**config.mk**
```make
export PLATFORM = sky130hd
export DESIGN_NAME = spr_access_classifier
export DESIGN_NICKNAME = d
export VERILOG_FILES = /design/src/rtl/sprchk_pkg.sv /design/src/rtl/spr_attr_lookup.sv /design/src/rtl/spr_access_rules.sv /design/src/rtl/rsvd_field_check.sv /design/src/rtl/spr_access_classifier.sv
export SDC_FILE = /design/constraint.sdc
export NUM_CORES = 1
export LEC_CHECK = 0
export BUFFER_PORTS_ARGS = -buffer_cell sky130_fd_sc_hd__buf_4
export CORE_ASPECT_RATIO = 1.1
export CORE_MARGIN = 4
export CORE_UTILIZATION = 27
export CTS_BUF_LIST = sky130_fd_sc_hd__clkbuf_4
export CTS_CLUSTER_SIZE = 20
export DETAILED_ROUTE_END_ITERATION = 10
export PLACE_DENSITY_LB_ADDON = 0.2
export SYNTH_ARGS = -nofsm -noshare
export SYNTH_HDL_FRONTEND = slang
export SYNTH_SLANG_ARGS = --single-unit
export TNS_END_PERCENT = 10
```
**constraint.sdc**
```tcl
create_clock -name clk -period 1.62 [get_ports clk]
set_input_delay 0.162 -clock clk [delete_from_list [all_inputs] [get_ports clk]]
set_output_delay 0.162 -clock clk [all_outputs]
set_load 0.01 [all_outputs]
```
**src/rtl/sprchk_pkg.sv**
```systemverilog
// Shared types and default attribute tables for the special-register
// access classifier. Assumes the default register-number width of 10 bits.
package sprchk_pkg;

    localparam int DFLT_SPR_W = 10;
    localparam int DFLT_NUM   = 1 << DFLT_SPR_W;

    typedef enum logic [1:0] {
        OP_READ  = 2'd0,
        OP_WRITE = 2'd1,
        OP_INSN  = 2'd2,
        OP_SPARE = 2'd3
    } op_e;

    typedef enum logic [1:0] {
        FORM_PLAIN  = 2'd0,
        FORM_LDST_X = 2'd1,
        FORM_BRANCH = 2'd2,
        FORM_SPARE  = 2'd3
    } form_e;

    typedef enum logic [1:0] {
        VERD_ALLOW   = 2'd0,
        VERD_ILLEGAL = 2'd1,
        VERD_PRIV    = 2'd2
    } verdict_e;

    // Default set of defined register numbers.
    function automatic logic [DFLT_NUM-1:0] dflt_defined();
        logic [DFLT_NUM-1:0] m;
        m = '0;
        m[1] = 1'b1;  m[8] = 1'b1;  m[9] = 1'b1;
        m[26] = 1'b1; m[27] = 1'b1;
        m[268] = 1'b1; m[269] = 1'b1;
        for (int i = 272; i <= 275; i++) m[i] = 1'b1;
        m[286] = 1'b1; m[287] = 1'b1; m[1023] = 1'b1;
        return m;
    endfunction

    // Default set of privileged register numbers.
    function automatic logic [DFLT_NUM-1:0] dflt_priv();
        logic [DFLT_NUM-1:0] m;
        m = '0;
        m[26] = 1'b1; m[27] = 1'b1;
        for (int i = 272; i <= 275; i++) m[i] = 1'b1;
        m[286] = 1'b1; m[287] = 1'b1; m[1023] = 1'b1;
        return m;
    endfunction

    // Default set of read-only register numbers.
    function automatic logic [DFLT_NUM-1:0] dflt_ro();
        logic [DFLT_NUM-1:0] m;
        m = '0;
        m[268] = 1'b1; m[269] = 1'b1;
        m[286] = 1'b1; m[287] = 1'b1; m[1023] = 1'b1;
        return m;
    endfunction

endpackage

```
**src/rtl/spr_attr_lookup.sv**
```systemverilog
// Looks up the three attribute bits of one register number in the
// parameter tables. Purely combinational; assumes tables cover every number.
module spr_attr_lookup #(
    parameter int                      SPR_W    = 10,
    parameter logic [(1<<SPR_W)-1:0]   DEF_MASK = sprchk_pkg::dflt_defined(),
    parameter logic [(1<<SPR_W)-1:0]   PRV_MASK = sprchk_pkg::dflt_priv(),
    parameter logic [(1<<SPR_W)-1:0]   RO_MASK  = sprchk_pkg::dflt_ro()
) (
    input  logic [SPR_W-1:0] num,
    output logic             is_defined,
    output logic             is_priv,
    output logic             is_ro
);
    // Index each table with the register number.
    always_comb begin
        is_defined = DEF_MASK[num];
        is_priv    = PRV_MASK[num];
        is_ro      = RO_MASK[num];
    end
endmodule

```
**src/rtl/spr_access_rules.sv**
```systemverilog
// Applies the privilege, definition and read-only rules to one register
// access. Assumes op is a read or a write; the caller selects the result.
module spr_access_rules
    import sprchk_pkg::*;
#(
    parameter int SPR_W   = 10,
    parameter int PRV_BIT = 4
) (
    input  logic [SPR_W-1:0] num,
    input  logic             is_write,
    input  logic             user_mode,
    input  logic             is_defined,
    input  logic             is_priv,
    input  logic             is_ro,
    output verdict_e         verdict
);
    logic in_priv_range;

    // Register numbers with the range bit set count as privileged when undefined.
    always_comb in_priv_range = num[PRV_BIT];

    // Ordered rule chain: undefined, privilege, read-only write, allow.
    always_comb begin
        if (!is_defined) begin
            verdict = (in_priv_range && user_mode) ? VERD_PRIV : VERD_ILLEGAL;
        end else if (is_priv && user_mode) begin
            verdict = VERD_PRIV;
        end else if (is_write && is_ro) begin
            verdict = VERD_ILLEGAL;
        end else begin
            verdict = VERD_ALLOW;
        end
    end
endmodule

```
**src/rtl/rsvd_field_check.sv**
```systemverilog
// Flags an instruction word that has a set bit in a reserved position,
// after removing the exempt positions of its form. Combinational.
module rsvd_field_check
    import sprchk_pkg::*;
#(
    parameter int WORD_W   = 32,
    parameter int LDST_BIT = 0,
    parameter int BO_LSB   = 21,
    parameter int BO_W     = 5
) (
    input  logic [WORD_W-1:0] word,
    input  logic [WORD_W-1:0] rsv_mask,
    input  logic [1:0]        form,
    output logic              hit
);
    localparam logic [WORD_W-1:0] LDST_EXEMPT = WORD_W'(1) << LDST_BIT;
    localparam logic [WORD_W-1:0] BO_EXEMPT   = ((WORD_W'(1) << BO_W) - WORD_W'(1)) << BO_LSB;

    logic [WORD_W-1:0] exempt;
    logic [WORD_W-1:0] live_mask;

    // Pick the exempt positions for the presented form.
    always_comb begin
        unique case (form_e'(form))
            FORM_LDST_X: exempt = LDST_EXEMPT;
            FORM_BRANCH: exempt = BO_EXEMPT;
            default:     exempt = '0;
        endcase
    end

    // Any reserved, non-exempt bit that is set trips the check.
    always_comb begin
        live_mask = rsv_mask & ~exempt;
        hit       = |(word & live_mask);
    end
endmodule

```
**src/rtl/spr_access_classifier.sv**
```systemverilog
// Top of the special-register access classifier. Combines the register
// rules and the reserved-field check, then registers a one-hot verdict.
// Assumes one request per cycle and a synchronous active-low reset.
module spr_access_classifier
    import sprchk_pkg::*;
#(
    parameter int                      SPR_W    = 10,
    parameter int                      PRV_BIT  = 4,
    parameter int                      WORD_W   = 32,
    parameter logic [(1<<SPR_W)-1:0]   DEF_MASK = sprchk_pkg::dflt_defined(),
    parameter logic [(1<<SPR_W)-1:0]   PRV_MASK = sprchk_pkg::dflt_priv(),
    parameter logic [(1<<SPR_W)-1:0]   RO_MASK  = sprchk_pkg::dflt_ro()
) (
    input  logic              clk,
    input  logic              rst_n,
    input  logic              req_valid,
    input  logic [1:0]        req_op,
    input  logic              req_user,
    input  logic [SPR_W-1:0]  spr_num,
    input  logic [WORD_W-1:0] insn_word,
    input  logic [1:0]        insn_form,
    input  logic [WORD_W-1:0] insn_rsv_mask,
    output logic              res_valid,
    output logic              res_allow,
    output logic              res_illegal,
    output logic              res_priv
);
    logic     a_def, a_priv, a_ro;
    logic     rsv_hit;
    verdict_e spr_verdict;
    verdict_e next_verdict;

    spr_attr_lookup #(
        .SPR_W(SPR_W), .DEF_MASK(DEF_MASK), .PRV_MASK(PRV_MASK), .RO_MASK(RO_MASK)
    ) lookup_i (
        .num(spr_num), .is_defined(a_def), .is_priv(a_priv), .is_ro(a_ro)
    );

    spr_access_rules #(
        .SPR_W(SPR_W), .PRV_BIT(PRV_BIT)
    ) rules_i (
        .num(spr_num), .is_write(req_op == OP_WRITE), .user_mode(req_user),
        .is_defined(a_def), .is_priv(a_priv), .is_ro(a_ro), .verdict(spr_verdict)
    );

    rsvd_field_check #(
        .WORD_W(WORD_W)
    ) rsvd_i (
        .word(insn_word), .rsv_mask(insn_rsv_mask), .form(insn_form), .hit(rsv_hit)
    );

    // Choose the verdict source from the operation code.
    always_comb begin
        unique case (op_e'(req_op))
            OP_READ, OP_WRITE: next_verdict = spr_verdict;
            OP_INSN:           next_verdict = rsv_hit ? VERD_ILLEGAL : VERD_ALLOW;
            default:           next_verdict = VERD_ILLEGAL;
        endcase
    end

    // Register the one-hot verdict; clear it on reset or idle cycles.
    always_ff @(posedge clk) begin
        if (!rst_n) begin
            res_valid   <= 1'b0;
            res_allow   <= 1'b0;
            res_illegal <= 1'b0;
            res_priv    <= 1'b0;
        end else begin
            res_valid   <= req_valid;
            res_allow   <= req_valid && (next_verdict == VERD_ALLOW);
            res_illegal <= req_valid && (next_verdict == VERD_ILLEGAL);
            res_priv    <= req_valid && (next_verdict == VERD_PRIV);
        end
    end

    // one verdict exactly while valid, none otherwise.
    assert_onehot_verdict_R2: assert property (@(posedge clk) disable iff (!rst_n)
        $countones({res_allow, res_illegal, res_priv}) == (res_valid ? 1 : 0));

    // result appears one clock after the request.
    assert_latency_R1: assert property (@(posedge clk) disable iff (!rst_n)
        req_valid |=> res_valid);

    // supervisor requests never produce a privileged verdict.
    assert_super_no_priv_R6: assert property (@(posedge clk) disable iff (!rst_n)
        (req_valid && !req_user) |=> !res_priv);

    // read-only, non-privileged writes never pass.
    assert_ro_write_blocked_R5: assert property (@(posedge clk) disable iff (!rst_n)
        (req_valid && req_op == OP_WRITE && a_def && a_ro && !a_priv) |=> res_illegal);

    // an indexed load/store with only bit 0 reserved and set is allowed.
    assert_ldst_exempt_R9: assert property (@(posedge clk) disable iff (!rst_n)
        (req_valid && req_op == OP_INSN && insn_form == FORM_LDST_X
         && ((insn_word & insn_rsv_mask) == WORD_W'(1))) |=> res_allow);

    // user access to a defined privileged register traps as privileged.
    assert_user_priv_R3: assert property (@(posedge clk) disable iff (!rst_n)
        (req_valid && req_user && (req_op == OP_READ || req_op == OP_WRITE)
         && a_def && a_priv) |=> res_priv);
endmodule

```
; ---- Word-level counts from Yosys, hierarchy flattened
; Memories as Yosys holds them, arrays and structs flattened.
; Cells that the tools add are included.
[totals]
reg_bits = 4
rom_bits = 3072
inputBits = 82
out_inout_bits = 4
wordCells = 37
memories = 3
[classes]
magnitude_cmp = 1
eq_ne = 6
muxes = 10
n_bitwise = 3
n_reduce_logical = 10
[memory_table]
columns = memory, words, word_bits, rd, rd_clocked_by_memory_dff, write_ports, line_no
row1 = (no name shown), 1024, 1, 1, 0, 0, spr_attr_lookup.sv:16  ; is_defined = DEF_MASK[num];
row2 = (no name shown), 1024, 1, 1, 0, 0, spr_attr_lookup.sv:17  ; is_priv = PRV_MASK[num];
row3 = (no name shown), 1024, 1, 1, 0, 0, spr_attr_lookup.sv:18  ; is_ro = RO_MASK[num];
[op_table]
columns = operator, n
row1 = $and 32x32->32, 2
row2 = $pmux 26 s2, 1
row3 = $not 26->32, 1
row4 = $reduce_or 32->1, 1
row5 = $lt 10x11->1 const B, 1
row6 = $eq 2x1->1 const B, 3
row7 = $eq 2x2->1 const B, 3
row8 = $logic_and 1x1->1, 6
row9 = $mux 2, 3
row10 = $mux 1, 5
row11 = $logic_not 2->1, 2
row12 = $pmux 2 s2, 1
row13 = $reduce_or 2->1, 1

; ---- Depth between registers and ports, before layout
; Gate-level depths: netlist (run 1).
[logic_depth]
word_depth = 10
ltp_mapped = 6
ltp_nobuf = 5

; ---- Modules after synthesis
; From an unflattened synthesis (run 1), not the netlist that was laid out.
[unflattened]
hier_cells = 63
area_unflattened_um2 = 524.3
[by_module_without_submodules]
columns = module, instances, cells_per_inst, area_per_inst_um2, seq_area_each_um2
row1 = rsvd_field_check, 1, 22, 182.7, 0.0
row2 = spr_attr_lookup, 1, 22, 163.9, 0.0
row3 = spr_access_classifier, 1, 14, 147.6, 80.1
row4 = spr_access_rules, 1, 5, 30.0, 0.0

; ---- Worst setup path after synthesis (run 1)
; OpenSTA, ideal clock, no wires.
[synth_path]
path_type = input-to-reg
startpoint = input port spr_num[4]
endpoint = register res_illegal
setup_time_ns = 0.116
t_arrival_ns = 1.089
t_required_ns = 1.504
path_slack_ns = 0.416
path_stages = 6
path_buffers = 1
cell_sequence = buf_4 -> nor4b_1 -> o211ai_1 -> a31oi_1 -> o31ai_2 -> and3b_1
[synth_between]
elab_chain_cells = 9
elab_cells_between_ends = 16
cone_classes = eq/ne (1) / mux (8) / reduce/logical (4) / memory (3)
[synth_rtl]
columns = item, line_no
row1 = "start, declared", spr_access_classifier.sv:19  ; input logic [SPR_W-1:0] spr_num,
row2 = $mem_v2 1024x1, --
row3 = $mux 1 (not written as such), spr_attr_lookup.sv:18
row4 = $logic_and 1x1->1, spr_access_rules.sv:28  ; end else if (is_write && is_ro) begin
row5 = $mux 1, spr_access_rules.sv:28
row6 = $mux 2, spr_access_rules.sv:26  ; end else if (is_priv && user_mode) begin
row7 = $mux 2 (*), spr_access_rules.sv:24  ; if (!is_defined) begin
row8 = $pmux 2 s2 (*), spr_access_classifier.sv:54  ; unique case (op_e'(req_op))
row9 = $eq 2x1->1 (*), spr_access_classifier.sv:71  ; res_illegal <= req_valid && (next_verdict == VERD_ILLEGAL);
row10 = $logic_and 1x1->1 (*), spr_access_classifier.sv:71
row11 = "end signal, assigned", spr_access_classifier.sv:71
row12 = "end, declared", spr_access_classifier.sv:25  ; output logic res_illegal,
; Every way passes the cells marked *; elsewhere a longest branch is shown, timed or not. The select of a mux whose other input is x is not followed.
; A chain may end at the register's enable or synchronous reset.

; ---- Worst setup path in the final report (run 1)
[layout_path]
startpoint = input port spr_num[5]
endpoint = register res_illegal
; Same word-level chain as after synthesis.

==> run_results.csv, run 1 <==
group,metric,value,unit
detailed_routing,met3_length,375,um
pwr,power.internal,342,uW
detailed_routing,vias,854,
synth,ys_ff_latch,4,
detailed_routing,drt-vias-per-instance,5.14,
clock_tree,cts_setup_buffers,0,
clock_tree,post_cts_resized,0,
floorplanning,die_x,48.0,um
clock_tree,clk_pin_slew,0.04,ns
cells_and_area,syn2layout_area_growth,142,%
cells_and_area,seq_area,80.1,um2
sta,fmaxAchievable,853,MHz
run_status,status,"completed",
critical_path,cp.required,1.80,ns
sta,hold_viol_final,0,
pwr,static-leakage-power,0.575,nW
pwr,power_switching,108,uW
clock_tree,clock_path_buffers,2,
cells_and_area,final_common_cell,"buf_4",
floorplanning,die_h,52.0,um
critical_path,worstPathMaxFanout,4,
clock_tree,cts_tree,"done",
cells_and_area,layout-drive-gt1-share,61.1,%
global_routing,grt_overflow,0,
flow_run,max_cap_viol_count,0,
sta,finalWorstSetupSlack,0.448,ns
synth,synth-seq-area-share,16.9,%
placed_design,dp_hpwl,2150,um
detailed_routing,drt-wirelength-per-cell,14.8,um
critical_path,critical_path_class,"input pin to flip-flop",
floorplanning,io_pins,86,
clock_tree,root_buffer,"clkbuf_4",
min_path,hp-class,"input pin to flip-flop",
detailed_routing,wl_met1,733,um
cells_and_area,final_cell_mix,"buf_4 (85), a22oi_1 (13), nand2_1 (8)",
sta,maxSlewViolCount,0,
pwr,p_comb_share,49.5,%
detailed_routing,drc_errors,0,
detailed_routing,top_layer_used,"met4",
synth,synth.avg_cell_area,7.65,um2
min_path,whs_path_depth,2,
detailed_routing,antenna_left,0,
global_routing,grt_use_total,19.0,%
global_routing,first_global_vias,833,
pwr,power_switching_share,24.0,%
synth,syn_nets,144,
sta,maxSlewHeadroom,76.1,%
synth,syn_inst,62,
global_routing,grt_pass1_wl,3400,um
global_routing,antenna_found_initial,0,
clock_tree,htreeDepth,1,
sta,setup_tns,0,ns
sta,final_period_minus_worst_setup_slack,1.17,ns
pwr,p_per_area,391,mW/mm2
placed_design,gp_congestion,0.743,
pwr,seq_power_share,22.9,%
synth,yosys_warnings,0,
clock_tree,postCtsHoldBufs,0,
detailed_routing,met2_length,1270,um
pwr,clkPwrFrac,27.6,%
detailed_routing,firstDrtPassIters,4,
critical_path,cp.arrival,1.35,ns
floorplanning,row_count,15,
clock_tree,cts_made_buffers,3,
detailed_routing,drtIter0Drc,9,
synth,syn_area,474,um2
detailed_routing,wl,2450,um
floorplanning,core,0.00161,mm2
cells_and_area,nFillCells,144,
sta,setup_viol,0,
synth,yosysUniqueCellTypes,25,
floorplanning,dieArea,0.00249,mm2
placed_design,dpl_worst_slack,0.217,ns
pwr,ir_worst_vdd,0.206,mV
global_routing,grt_start_max_net_pins,9,
sta,fin_crit_sh,72.3,%
critical_path,cp-end-kind,"flip-flop",
cells_and_area,final_nets,233,
cells_and_area,multi_input_area,379,um2
critical_path,start_kind,"input pin",
placed_design,port_buffers,85,
floorplanning,start_util,29.4,%
cells_and_area,fin_util,71.2,%
clock_tree,clock-sinks,4,
cells_and_area,n_antenna_cell,0,
sta,tightest_slew,0.355,ns
sta,rsz0062_at_grt,"false",
worst paths after layout:
path	endpoint	from
max	res_illegal$_SDFF_PN0_	spr_num[5]
min	res_priv$_SDFF_PN0_	req_op[1]
sequential cells by signal (all words and copies together) (netlist names):
signal and flops:
res_priv 1, res_illegal 1, res_valid 1, res_allow 1
power by group through the flow:
stage | combinational (mW) | sequential (mW) | clock [mW]
after CTS | 0.224 | 0.103 | 0.132
after global routing | 0.242 | 0.103 | 0.141
after global placement | 0.219 | 0.105 | 0
after detailed placement | 0.224 | 0.105 | 0
final | 0.222 | 0.103 | 0.124
after floorplan | 0.0506 | 0.106 | 0
cell usage after synthesis:
master    count  area (um2)
nor3b_1       1        7.51
xnor2_1       2        17.5
buf_4         1        7.51
nor4_1        2        12.5
dfxtp_1       4        80.1
and2_1        1        6.26
nor4_4        1        21.3
a31oi_1       1        6.26
nand4_1       4        25.0
o21ai_0       2        10.0
a22oi_1      13        97.6
inv_1         2        7.51
nand4b_1      1        8.76
nor2_1        2        7.51
and2_2        1        7.51
nor4b_1       1        8.76
o211ai_1      1        7.51
a21oi_1       2        10.0
a222oi_1      2        20.0
and4_1        2        17.5
o21a_1        1        7.51
nand2_1       8        30.0
nand3_1       4        20.0
o31ai_2       1        12.5
and3b_1       2        17.5
cell type report:
type                       count  share of cell area (%)
sequential                     4                    6.97
clock buffer                   3                    1.96
tap                           17                    1.85
inverter                       2                   0.654
timing repair buffer          85                    55.6
multi-input combinational     55                    33.0
routing by layer:
| metal | GRT usage [%] | vias to the layer above |
|---|---|---|
| met2 | 34.4 | 51 |
| met4 | 12.1 | 0 |
| met5 | 0 | - |
| met3 | 5.19 | 8 |
| met1 | 17.5 | 362 |
| li1 | - | 433 |
kinds of logic after synthesis:
| kind of cell | Yosys count | share of synthesized area [%] |
|---|---|---|
| AND/OR/NAND/NOR | 30 | 40.1 |
| flip-flops | 4 | 16.9 |
| AO/OA/AOI/OAI | 23 | 36.1 |
| buffers and inverters | 3 | 3.17 |
| XOR/XNOR | 2 | 3.69 |
stage by stage:
step / hold slack, ns / power, mW / instance area [um2] / instances
floorplan: 0.238 / 0.157 / 474 / 62
global placement: 0.364 / 0.323 / 1130 / 163
detailed placement: 0.364 / 0.328 / 1130 / 163
CTS: 0.113 / 0.459 / 1150 / 166
global route: 0.115 / 0.486 / 1150 / 166
finish: 0.118 / 0.450 / 1150 / 166
critical path, stage by stage:
cell and delay (ns):
buf_4 0.13, nor4_4 0.35, a22oi_1 0.14, o21a_1 0.19
o31ai_2 0.20, and3b_1 0.18
Note: power is estimated with default switching activity, not from simulation.
==> run 2: changes to the inputs <==
==> constraint.sdc (replaced) <==
create_clock -name clk -period 1.1 [get_ports clk]
set_input_delay 0.11 -clock clk [delete_from_list [all_inputs] [get_ports clk]]
set_output_delay 0.11 -clock clk [all_outputs]
set_load 0.01 [all_outputs]
==> run 2 against run 1 <==
Effect of this change:
- the run now ends with setup timing left
- setup slack worse by 0.46 ns
- power up 55%
- critical path depth did not move
- critical path type unchanged
- largest power group unchanged
==> run_results.csv, run 2 (synthesis results as in run 1) <==
group,metric,value,unit
run_status,status,"finished, violations left",
run_status,violations,"setup timing",
min_path,hp-class,"input pin to flip-flop",
floorplanning,start_util,29.4,%
pwr,power_switching_share,24.8,%
cells_and_area,layout-drive-gt1-share,63.5,%
sta,finalWorstSetupSlack,-0.0123,ns
cells_and_area,fin_area,0.00121,mm2
sta,final_period_minus_worst_setup_slack,1.11,ns
sta,holdWs,0.0625,ns
sta,fmaxAchievable,899,MHz
cells_and_area,final_common_cell,"buf_4",
critical_path,start_kind,"input pin",
flow_run,max_cap_viol_count,0,
pwr,p_comb_share,50.8,%
clock_tree,clk_pin_slew,0.04,ns
global_routing,grt_use_total,19.8,%
cells_and_area,nFillCells,116,
pwr,ir_worst_vdd,0.256,mV
clock_tree,clock-sinks,4,
placed_design,gp_congestion,0.799,
sta,maxSlewViolCount,0,
pwr,seq_power_share,21.9,%
cells_and_area,final_nets,240,
critical_path,cp-end-kind,"flip-flop",
detailed_routing,drt-vias-per-instance,5.13,
floorplanning,row_count,15,
global_routing,grt_pass1_wl,3640,um
sta,setup_viol,1,
pwr,clkPwrFrac,27.3,%
pwr,power.internal,522,uW
cells_and_area,syn2layout_area_growth,156,%
sta,maxSlewHeadroom,79.4,%
clock_tree,cts_tree,"done",
detailed_routing,drt-wirelength-per-cell,14.8,um
critical_path,cp.arrival,1.29,ns
clock_tree,htreeDepth,1,
sta,tightest_slew,0.306,ns
sta,fin_crit_sh,101,%
critical_path,worstPathMaxFanout,4,
floorplanning,dieArea,0.00249,mm2
global_routing,grt_overflow,0,
pwr,p_per_area,572,mW/mm2
detailed_routing,firstDrtPassIters,4,
clock_tree,root_buffer,"clkbuf_4",
detailed_routing,antenna_left,0,
detailed_routing,vias,888,
sta,setup_tns,-0.0123,ns
pwr,static-leakage-power,0.612,nW
sta,rsz0062_at_grt,"true",
placed_design,place_area,0.00118,mm2
detailed_routing,wl,2560,um
pwr,power_switching,172,uW
global_routing,first_global_vias,909,
cells_and_area,fin_util,75.3,%
floorplanning,die_h,52.0,um
clock_tree,cts_made_buffers,3,
placed_design,port_buffers,85,
floorplanning,core,0.00161,mm2
sta,hold_viol_final,0,
global_routing,grt_start_max_net_pins,6,
detailed_routing,drc_errors,0,
global_routing,antenna_found_initial,0,
clock_tree,clock_path_buffers,2,
cells_and_area,n_antenna_cell,0,
clock_tree,cts_setup_buffers,0,
floorplanning,io_pins,86,
critical_path,critical_path_class,"input pin to flip-flop",
cells_and_area,final_cell_mix,"buf_4 (90), a22oi_1 (13), nand2_1 (8)",
detailed_routing,drtIter0Drc,15,
floorplanning,die_x,48.0,um
critical_path,cp.required,1.28,ns
## run 2: changes by cell type in the layout (fill, tap and decap cells not counted), sizes merged
cell	change
buf	+7
## run 2: per-stage QoR
step,power [mW],instances,setup slack [ns]
2_1_floorplan,0.235,62,-0.0346
3_3_place_gp,0.496,170,-0.207
3_5_place_dp,0.504,170,-0.280
4_1_cts,0.698,173,-0.00604
5_1_grt,0.744,173,-0.0373
6_report,0.695,173,-0.0123
## run 2: power groups by stage
| stage | clock, mW | sequential [mW] | combinational, mW |
|---|---|---|---|
| after global placement | 0 | 0.154 | 0.342 |
| after global routing | 0.209 | 0.152 | 0.383 |
| after floorplan | 0 | 0.157 | 0.0781 |
| after detailed placement | 0 | 0.154 | 0.350 |
| after CTS | 0.193 | 0.152 | 0.353 |
| final | 0.190 | 0.152 | 0.353 |
## run 2: layout make-up
| class | instances | area, um2 | area share [%] |
|---|---|---|---|
| Inverter | 2 | 7.51 | 0.618 |
| Timing Repair Buffer | 92 | 698 | 57.5 |
| Multi-Input combinational cell | 55 | 385 | 31.7 |
| Tap cell | 17 | 21.3 | 1.75 |
| Sequential cell | 4 | 80.1 | 6.59 |
| Clock buffer | 3 | 22.5 | 1.85 |
## run 2: per-layer routing
metal	share of wire, %	track usage, %	vias to the layer above	wire length, um
met1	32	18.1	393	819
met4	1.3	6.28	0	34
met2	57	39.9	44	1460
li1	-	-	447	-
met3	9.5	4.15	4	243
met5	0	0	-	0
## run 2: final timing paths
| kind | end | slack [ns] | from | depth (start not counted) |
|---|---|---|---|---|
| hold / removal | res_priv$_SDFF_PN0_ | 0.06 | req_op[1] | 2 |
| setup / recovery | res_illegal$_SDFF_PN0_ | -0.01 | spr_num[5] | 6 |
## run 2: worst max-delay path, stage by stage
cell	delay [ns]
buf_6	0.10
nor4_4	0.34
a22oi_1	0.15
o21a_1	0.19
o31ai_2	0.21
and3b_1	0.19
## run 2: repair_timing
item | CTS | global route
setup endpoints to repair | 2 | 2
hold buffers | 0 | 0
resized for setup | 2 | 0
==> run 3: changes to the inputs <==
--- a/config.mk
+++ b/config.mk
@@ -5,10 +5,11 @@
 export SDC_FILE = /design/constraint.sdc
 export NUM_CORES = 1
 export LEC_CHECK = 0
+export ABC_AREA = 1
 export BUFFER_PORTS_ARGS = -buffer_cell sky130_fd_sc_hd__buf_4
 export CORE_ASPECT_RATIO = 1.1
 export CORE_MARGIN = 4
-export CORE_UTILIZATION = 27
+export CORE_UTILIZATION = 30
 export CTS_BUF_LIST = sky130_fd_sc_hd__clkbuf_4
 export CTS_CLUSTER_SIZE = 20
 export DETAILED_ROUTE_END_ITERATION = 10
==> run 3 against run 2 <==
Effect of this change:
- maximum frequency increased by 15%
- sequential share of layout area decreased by 0.34 points
- largest power group unchanged
- highest routed layer unchanged
- non-clock buffer count decreased by 4
- combinational power increased by 7.9%
- power increased by 1.9%
- cell count increased by 30%
- the flow now finishes without violations
- via count increased by 18%
- first-iteration DRC count increased by 53%
==> run_results.csv, run 3 <==
group,metric,value,unit
sta,setup_viol,0,
detailed_routing,firstDrtPassIters,4,
min_path,hold_end,"res_valid$_SDFF_PN0_",
synth,synth_top_area_share,38.2,%
sta,hold_viol_final,0,
clock_tree,clock_path_buffers,2,
clock_tree,cts_made_buffers,3,
synth,synth_commonest_cells,"nand2_1 (59), inv_1 (14), nor2_1 (12), nand3_1 (8)",
synth,synth.avg_cell_area,4.95,um2
placed_design,place_area,0.00124,mm2
global_routing,first_global_vias,998,
synth,synth_area_leader_cell,"nand2_1",
placed_design,placed_cells,221,
pwr,ir_worst_vdd,0.296,mV
floorplanning,die_x,49.9,um
sta,tightest_slew,0.218,ns
sta,maxSlewViolCount,0,
critical_path,crit_path_max_incr_delay,0.13,ns
detailed_routing,wl,2560,um
synth,async_flop_share,0,%
critical_path,path_cells,"buf_4 > nor2_2 > nand2_1 > nor2_1 > nand2_1 > nand2_1 > nand2_1 > nand2_1 > nand2_1 > a21oi_2 > nand2_1 > nand2_1 > nor2_1",
critical_path,critical_path_class,"input pin to flip-flop",
cells_and_area,final_common_cell,"buf_4",
detailed_routing,drc_errors,0,
min_path,hp-class,"input pin to flip-flop",
critical_path,start_kind,"input pin",
critical_path,cp_common_cell,"nand2_1",
floorplanning,dieArea,0.00270,mm2
synth,synth-main-ff-cell,"dfxtp_1",
detailed_routing,drt-vias-per-instance,4.67,
cells_and_area,fin_area,0.00128,mm2
detailed_routing,antenna_left,0,
synth,yosys_warnings,0,
placed_design,port_buffers,85,
detailed_routing,drt-wirelength-per-cell,11.4,um
floorplanning,start_util,32.2,%
global_routing,grt_pass1_wl,3800,um
min_path,min_from,"req_valid",
pwr,p_per_area,552,mW/mm2
clock_tree,htreeDepth,1,
clock_tree,clk_pin_slew,0.03,ns
critical_path,critical-path-top-delay-family,"simple AND/OR/NAND/NOR gates",
pwr,static-leakage-power,0.778,nW
cells_and_area,n_antenna_cell,0,
synth,syn_area,579,um2
detailed_routing,vias,1051,
floorplanning,row_count,16,
global_routing,antenna_found_initial,0,
cells_and_area,final_nets,291,
sta,fmaxAchievable,1040,MHz
sta,holdWs,0.113,ns
cells_and_area,final_cell_mix,"buf_4 (88), nand2_1 (59), inv_1 (14), nor2_1 (12), nand3_1 (8)",
synth,synth-edff-count,0,
detailed_routing,drtIter0Drc,23,
synth,yosysUniqueCellTypes,14,
synth,syn_inst,117,
run_status,status,"completed",
global_routing,grt_use_total,18.0,%
global_routing,grt_start_max_net_pins,6,
floorplanning,core,0.00180,mm2
clock_tree,cts_tree,"done",
sta,fin_crit_sh,87.6,%
critical_path,cp-end-kind,"flip-flop",
critical_path,worstPathMaxFanout,5,
floorplanning,io_pins,86,
critical_path,path_buf_inv,1,
floorplanning,die_h,54.1,um
critical_path,cp.required,1.22,ns
sta,maxSlewHeadroom,85.3,%
global_routing,grt_overflow,0,
min_path,whs_path_depth,3,
clock_tree,root_buffer,"clkbuf_4",
cells_and_area,instances_no_fill,225,
cells_and_area,layout-drive-gt1-share,45.9,%
synth,yosysMostFrequentCell,"nand2_1",
synth,synth_area_leaders,"nand2_1 (38%), dfxtp_1 (14%), inv_1 (9.1%)",
sta,final_period_minus_worst_setup_slack,0.964,ns
cells_and_area,syn2layout_area_growth,121,%
placed_design,dp_hpwl,2380,um
critical_path,crit_slowest_cell,"buf_4",
synth,ys_ff_latch,4,
flow_run,max_cap_viol_count,0,
synth,synth-seq-area-share,13.8,%
clock_tree,clock-sinks,4,
placed_design,gp_congestion,0.736,
critical_path,cp.arrival,1.09,ns
synth,syn_nets,199,
[run 3: cell type report]
cell class | instances | area, um2
repair buffers | 88 | 661
fillers | 168 | 520
multi-input cells | 97 | 439
flip-flops and latches | 4 | 80.1
inverters | 15 | 56.3
clock buffers | 3 | 22.5
well taps | 18 | 22.5
[run 3: how the worst max path moves through the flow]
stage,endpoint,from,cells after the start
detailed placement,res_illegal$_SDFF_PN0_,spr_num[4],13
floorplan,res_illegal$_SDFF_PN0_,spr_num[4],13
global placement,res_illegal$_SDFF_PN0_,spr_num[4],13
global route,res_illegal$_SDFF_PN0_,spr_num[4],13
CTS,res_illegal$_SDFF_PN0_,spr_num[4],13
finish,res_illegal$_SDFF_PN0_,spr_num[4],13
[run 3: kinds of logic (layout without fill, tap and decap cells)]
logic type	Yosys count	in the layout	synth area share (%)
buffers and inverters	16	106	11.7
and+or+nand+nor	87	87	63.1
AOI/OAI and AO/OA	10	10	11.4
DFF	4	4	13.8
[run 3: metrics by stage]
| step | util, % | total power [mW] | setup TNS (ns) | worst slack (ns) |
|---|---|---|---|---|
| floorplan | - | 0.272 | 0 | 0.0659 |
| global placement | 69.0 | 0.521 | -0.0623 | -0.0382 |
| detailed placement | 69.0 | 0.532 | -0.150 | -0.0848 |
| CTS | 70.3 | 0.709 | 0 | 0.153 |
| global route | 71.1 | 0.771 | -0.0272 | -0.0159 |
| finish | 71.1 | 0.708 | 0 | 0.136 |
[run 3: per-layer routing]
layer / track usage [%] / vias up / wire length (um)
met2: 38.1 / 51 / 1530
met1: 17.6 / 446 / 815
li1: - / 552 / -
met3: 4.71 / 2 / 201
met4: 2.76 / 0 / 11
met5: 0 / - / 0
[run 3: power by group]
part | internal [mW] | switching [mW]
combinational | 0.248 | 0.133
clock | 0.122 | 0.0523
sequential | 0.152 | 0.00138
[run 3: tightest hold or removal path: cells and delay by family]
family / cells / cell delay [ns]
simple gates: 1 / 0.05
buf+inv: 2 / 0.14
[run 3: what timing repair did]
item                                   4_1_cts  5_1_grt
endpoints found under the hold margin        0        0
buffers inserted                             0        1
hold buffers                                 0        0
resized for setup                            0        2
setup endpoints to repair                    0        2
